--- config.mk ---
export PLATFORM = sky130hd
export DESIGN_NAME = qspi_dual_router
export DESIGN_NICKNAME = d
export VERILOG_FILES = /design/src/rtl/qspi_dual_router.sv
export SDC_FILE = /design/constraint.sdc
export NUM_CORES = 1
export LEC_CHECK = 0
export CORE_UTILIZATION = 25
export CTS_BUF_LIST = sky130_fd_sc_hd__clkbuf_16
export CTS_CLUSTER_SIZE = 8
export DETAILED_ROUTE_END_ITERATION = 10
export DONT_BUFFER_PORTS = 1
export GPL_TIMING_DRIVEN = 0
export PLACE_DENSITY = 0.47
export SETUP_SLACK_MARGIN = 0.4
export SLEW_MARGIN = 20
export SYNTH_ARGS = -nofsm -noshare
export SYNTH_HDL_FRONTEND = slang
export SYNTH_SLANG_ARGS = --single-unit
--- constraint.sdc ---
create_clock -name clk -period 2.8 [get_ports clk]
set_input_delay 0.42 -clock clk [delete_from_list [all_inputs] [get_ports clk]]
set_output_delay 0.42 -clock clk [all_outputs]
set_load 0.03 [all_outputs]
--- src/rtl/qspi_dual_router.sv ---
module qspi_dual_router #(
  parameter int CFG_W       = 32,
  parameter int TWO_DEV_BIT = 30,
  parameter int SEP_BUS_BIT = 29,
  parameter int PAGE_BIT    = 28,
  parameter int LANES       = 4
) (
  input  logic               clk,
  input  logic               rst_n,
  input  logic               cfg_wr,
  input  logic [CFG_W-1:0]   cfg_wdata,
  input  logic               eng_sclk,
  input  logic               eng_cs_n,
  input  logic [LANES-1:0]   eng_dout,
  input  logic [LANES-1:0]   eng_doe,
  input  logic [2*LANES-1:0] eng_byte_out,
  output logic [LANES-1:0]   eng_din,
  output logic [2*LANES-1:0] eng_byte_in,
  output logic               lo_cs_n,
  output logic               lo_sclk,
  output logic [LANES-1:0]   lo_dout,
  output logic [LANES-1:0]   lo_doe,
  input  logic [LANES-1:0]   lo_din,
  output logic               hi_cs_n,
  output logic               hi_sclk,
  output logic [LANES-1:0]   hi_dout,
  output logic [LANES-1:0]   hi_doe,
  input  logic [LANES-1:0]   hi_din
);
  localparam int WORD_W = 2 * LANES;

  logic [2:0] wr_fields, pend_q, act_q;
  logic unused_cfg = ^cfg_wdata;

  assign wr_fields = {cfg_wdata[TWO_DEV_BIT], cfg_wdata[SEP_BUS_BIT], cfg_wdata[PAGE_BIT]};

  always_ff @(posedge clk or negedge rst_n) begin
    if (!rst_n) begin
      pend_q <= 3'b000;
      act_q  <= 3'b000;
    end else begin
      if (cfg_wr) pend_q <= wr_fields;
      if (eng_cs_n) act_q <= cfg_wr ? wr_fields : pend_q;
    end
  end

  logic two_dev, sep_bus, page_up, par_mode, lo_sel, hi_sel;
  assign two_dev  = act_q[2];
  assign sep_bus  = act_q[1];
  assign page_up  = act_q[0];
  assign par_mode = two_dev & sep_bus;
  assign lo_sel   = ~two_dev | sep_bus | ~page_up;
  assign hi_sel   = two_dev & (sep_bus | page_up);

  logic [LANES-1:0]  lo_split, hi_split;
  logic [WORD_W-1:0] merged;

  for (genvar i = 0; i < LANES; i++) begin : g_lane
    assign lo_split[i]     = eng_byte_out[2*i];
    assign hi_split[i]     = eng_byte_out[2*i+1];
    assign merged[2*i]     = lo_din[i];
    assign merged[2*i+1]   = hi_din[i];
  end

  assign lo_cs_n = eng_cs_n | ~lo_sel;
  assign hi_cs_n = eng_cs_n | ~hi_sel;
  assign lo_sclk = eng_sclk & ~lo_cs_n;
  assign hi_sclk = eng_sclk & ~hi_cs_n;

  assign lo_dout = par_mode ? lo_split : eng_dout;
  assign hi_dout = par_mode ? hi_split : eng_dout;
  assign lo_doe  = lo_cs_n ? '0 : eng_doe;
  assign hi_doe  = hi_cs_n ? '0 : eng_doe;

  assign eng_din     = (hi_sel & ~par_mode) ? hi_din : lo_din;
  assign eng_byte_in = par_mode ? merged : '0;


  stacked_excl_chk: assert property (@(posedge clk) disable iff (!rst_n)
    (two_dev && !sep_bus) |-> (lo_cs_n || hi_cs_n));


  par_cs_match_chk: assert property (@(posedge clk) disable iff (!rst_n)
    par_mode |-> (lo_cs_n == eng_cs_n && hi_cs_n == eng_cs_n));


  single_hi_idle_chk: assert property (@(posedge clk) disable iff (!rst_n)
    !two_dev |-> (hi_cs_n && !hi_sclk && hi_doe == '0));


  clk_gate_chk: assert property (@(posedge clk) disable iff (!rst_n)
    ((lo_cs_n |-> !lo_sclk) and (hi_cs_n |-> !hi_sclk)));


  idle_oe_chk: assert property (@(posedge clk) disable iff (!rst_n)
    (two_dev && !sep_bus && !eng_cs_n) |-> (lo_cs_n ? lo_doe == '0 : hi_doe == '0));


  cs_high_quiet_chk: assert property (@(posedge clk) disable iff (!rst_n)
    eng_cs_n |-> (lo_cs_n && hi_cs_n && lo_doe == '0 && hi_doe == '0));


  cfg_hold_chk: assert property (@(posedge clk) disable iff (!rst_n)
    $past(!eng_cs_n) |-> $stable(act_q));
endmodule

==> metrics.md <==
| Metric | Value |
|---|---|
| Root buffer cell | `clkbuf_16` |
| Pre-CTS setup slack | `0.689 ns` |
| Max IR drop VDD | `0.358 mV` |
| DR WL/cell | `14.9 um` |
| Initial antenna violation count | `0` |
| Yosys cell types | `16` |
| Chip width | `49.1 um` |
| Worst-Margin Slew | `0.978 ns` |
| Sequential-to-total area share from yosys stat | `0.270` |
| Via-to-Cell Ratio | `5.21` |
| Post-detail-place hpwl | `1010 um` |
| Seq cells post-synth | `6` |
| TritonCTS clock tree | `built` |
| Gr ovfl total | `0` |
| Slew headroom | `0.346` |
| Final hold vios | `0` |
| Setup Viol. Count Final | `0` |
| MaxCap Viol Count | `0` |
| Worst Path Buf+Inv | `1` |
| Clock Tree Buf Depth | `2` |
| Total CTS buffers | `3` |
| Post-DP Area | `589 um^2` |
| DIE AREA | `0.00241 mm^2` |
| Critical Path AT | `about 1.8 ns` |
| Top-area cell type share of the netlist area | `0.324` |
| Post-synth top area cell | `mux2_2` |
| CP delay by family, top | `simple AND/OR/NAND/NOR gates` |
| Minimum clock period | `2.25 ns` |
| Syn nets | `approximately 110` |
| Core Rows | `16` |
| Final Max Slew Viols | `0` |
| Met3 Use GR | `0.0467` |
| GR Util met2 | `0.208` |
| Final period util | `0.802` |
| Area Growth Syn to Fin | `21.4%` |
| DRT Wirelength | `roughly 1300 um` |
| RSZ-0062 raised after global routing | `no` |
| Pin count of the biggest net entering global routing | `11` |
| Worst setup margin | `0.554 ns` |
| Leakage dissipation | `0.285 nW` |
| Post_cts resized | `0` |
| Vias in the first global route | `425` |
| Kind of critical path | `flop to output pin` |
| Post-Syn Area | `approximately 560 um^2` |
| CP endpoint kind | `output pin` |
| WP data required | `2.38 ns` |
| Post-synth top flop | `dfrtp_1` |
| Final Skew | `~0.0027 ns` |
| Commonest cells in the netlist | `mux2_2 (16), nor3b_1 (10), and3_1 (8), dfrtp_1 (6), nand2b_1 (2)` |
| Via count | `438` |
| Min-Delay Path Class | `primary input to flop` |
| Initial Util | `0.275` |
| Drt drc | `0` |
| Most common cell in the netlist | `mux2_2` |
| Port-buffer cells | `0` |
| Placer congestion estimate | `0.609` |
| Mapped Cells | `between 50 and 60` |
| Fill count | `216` |
| Post-synth EDFFs | `0` |
| CP Launch Type | `flop` |
| Largest cells by area after synthesis | `mux2_2 (32%), dfrtp_1 (27%), nor3b_1 (14%), and3_1 (9.0%), mux2_4 (2.7%)` |
| Slowest-stage cell, CP | `nor3b_1` |
| Outcome | `completed` |
| Core Region | `0.00202 mm^2` |
| Net count, final | `120` |
| Worst-path clk slew | `0.03 ns` |
| GR Util met1 | `0.0949` |
| Post-Layout Inst Area | `674 um^2` |
| Busiest grt layer | `met2` |
| Clk_lat worst skew | `0.22 ns` |
| Total iterations of the first detailed-routing run | `4` |
| Initial DRC count | `5` |
| Final Power | `0.000503 W` |
| First-pass GRT wire length | `1900 um` |
| Antenna diodes | `0` |
| Setup TNS | `0 ns` |
| GRT Total Usage | `0.108` |
| Critical Path Max Stage Delay | `0.82 ns` |
| Ports | `between 90 and 100` |
| Yosys Warn Count | `0` |
| F_max | `~450 MHz` |
| Fraction of layout cells with a size suffix above 1 | `0.456` |
| Power per cell area | `~750 mW/mm^2` |
| Die Ht | `49.1 um` |
| H-tree Lvls | `1` |
| CTS sink cnt | `6` |
| Remaining antenna violation count | `0` |
| Asr flop ratio synth | `1.00` |
| Crit-path cells | `clkbuf_1 -> nor2_2 -> nor3b_1` |
| Crit Path Max Fanout | `10` |
| Syn Area/Cell | `between 10 and 15 um^2` |
==> cell usage in the layout, fill, tap and decap left out, drive strengths merged <==
cell	netlist	routed
buf	3	3
nand2b	2	2
and3b	1	1
nor3b	10	10
and3	8	8
clkbuf	1	4
nand3b	1	1
or2	1	1
dfrtp	6	6
nand2	1	1
a21bo	1	1
dlygate4sd3	0	1
nor2	1	1
mux2	17	17
==> kinds of logic after synthesis <==
| logic type | count (synthesis) | share of synthesized area |
|---|---|---|
| compound gates | 1 | 0.0180 |
| simple gates | 25 | 0.311 |
| mux | 17 | 0.351 |
| buf+inv | 4 | 0.0495 |
| flops | 6 | 0.270 |
==> timing repair <==
action	in CTS	in global routing
endpoints found under the hold margin	6	0
hold buffers	1	0
buffers inserted	0	0
==> cell type report <==
type | count | area, um^2 | area share
Buffer | 4 | 27.5 | 0.0408
Multi-Input combinational cell | 43 | 378 | 0.560
Clock buffer | 3 | 75.1 | 0.111
Timing Repair Buffer | 1 | 10.0 | 0.0148
Sequential cell | 6 | 150 | 0.223
Tap cell | 27 | 33.8 | 0.0501
==> final timing paths <==
path / startpoint / endpoint / slack [ns] / cells past startpoint
setup / recovery: act_q[1] / hi_sclk / 0.55 / 3
max in group asynchronous: rst_n / act_q[1] / 2.07 / 1
min in group asynchronous: rst_n / pend_q[0] / 0.51 / 1
setup reg to reg: act_q[2] / act_q[2] / 1.68 / 3
hold reg to reg: pend_q[1] / pend_q[1] / 0.49 / 1
hold / removal: cfg_wdata[28] / pend_q[0] / 0.37 / 1
==> state kept, by name, indices dropped and copies added, names as in the netlist <==
signal	flops
act_q	3
pend_q	3
==> stage by stage <==
step / std cells / utilization / hold WS [ns]
floorplan: 53 / - / 0.124
global placement: 80 / 0.291 / 0.125
detailed placement: 80 / 0.291 / 0.125
CTS: 84 / 0.334 / 0.368
global route: 84 / 0.334 / 0.371
finish: 84 / 0.334 / 0.367
==> worst reg2reg max path, cell delays in order, from the launching register on <==
cell and delay [ns]:
dfrtp_1 0.38, buf_4 0.17, nand2b_1 0.20, a21bo_2 0.25
==> per-layer routing <==
metal	wire length, um	up-vias
li1	-	202
met4	0	0
met1	428	204
met2	714	32
met5	0	-
met3	112	0
==> power by group <==
| part | leakage (nW) | internal [W] | total (W) | switching (W) |
|---|---|---|---|---|
| logic | 0.177 | 0.0000518 | 0.000173 | 0.000121 |
| registers | 0.0707 | 0.0000977 | 0.000104 | 0.00000658 |
| clock network | 0.0370 | 0.000183 | 0.000225 | 0.0000427 |
| total | 0.285 | 0.000332 | 0.000503 | 0.000171 |
Note: power is estimated with default switching activity, not from simulation.
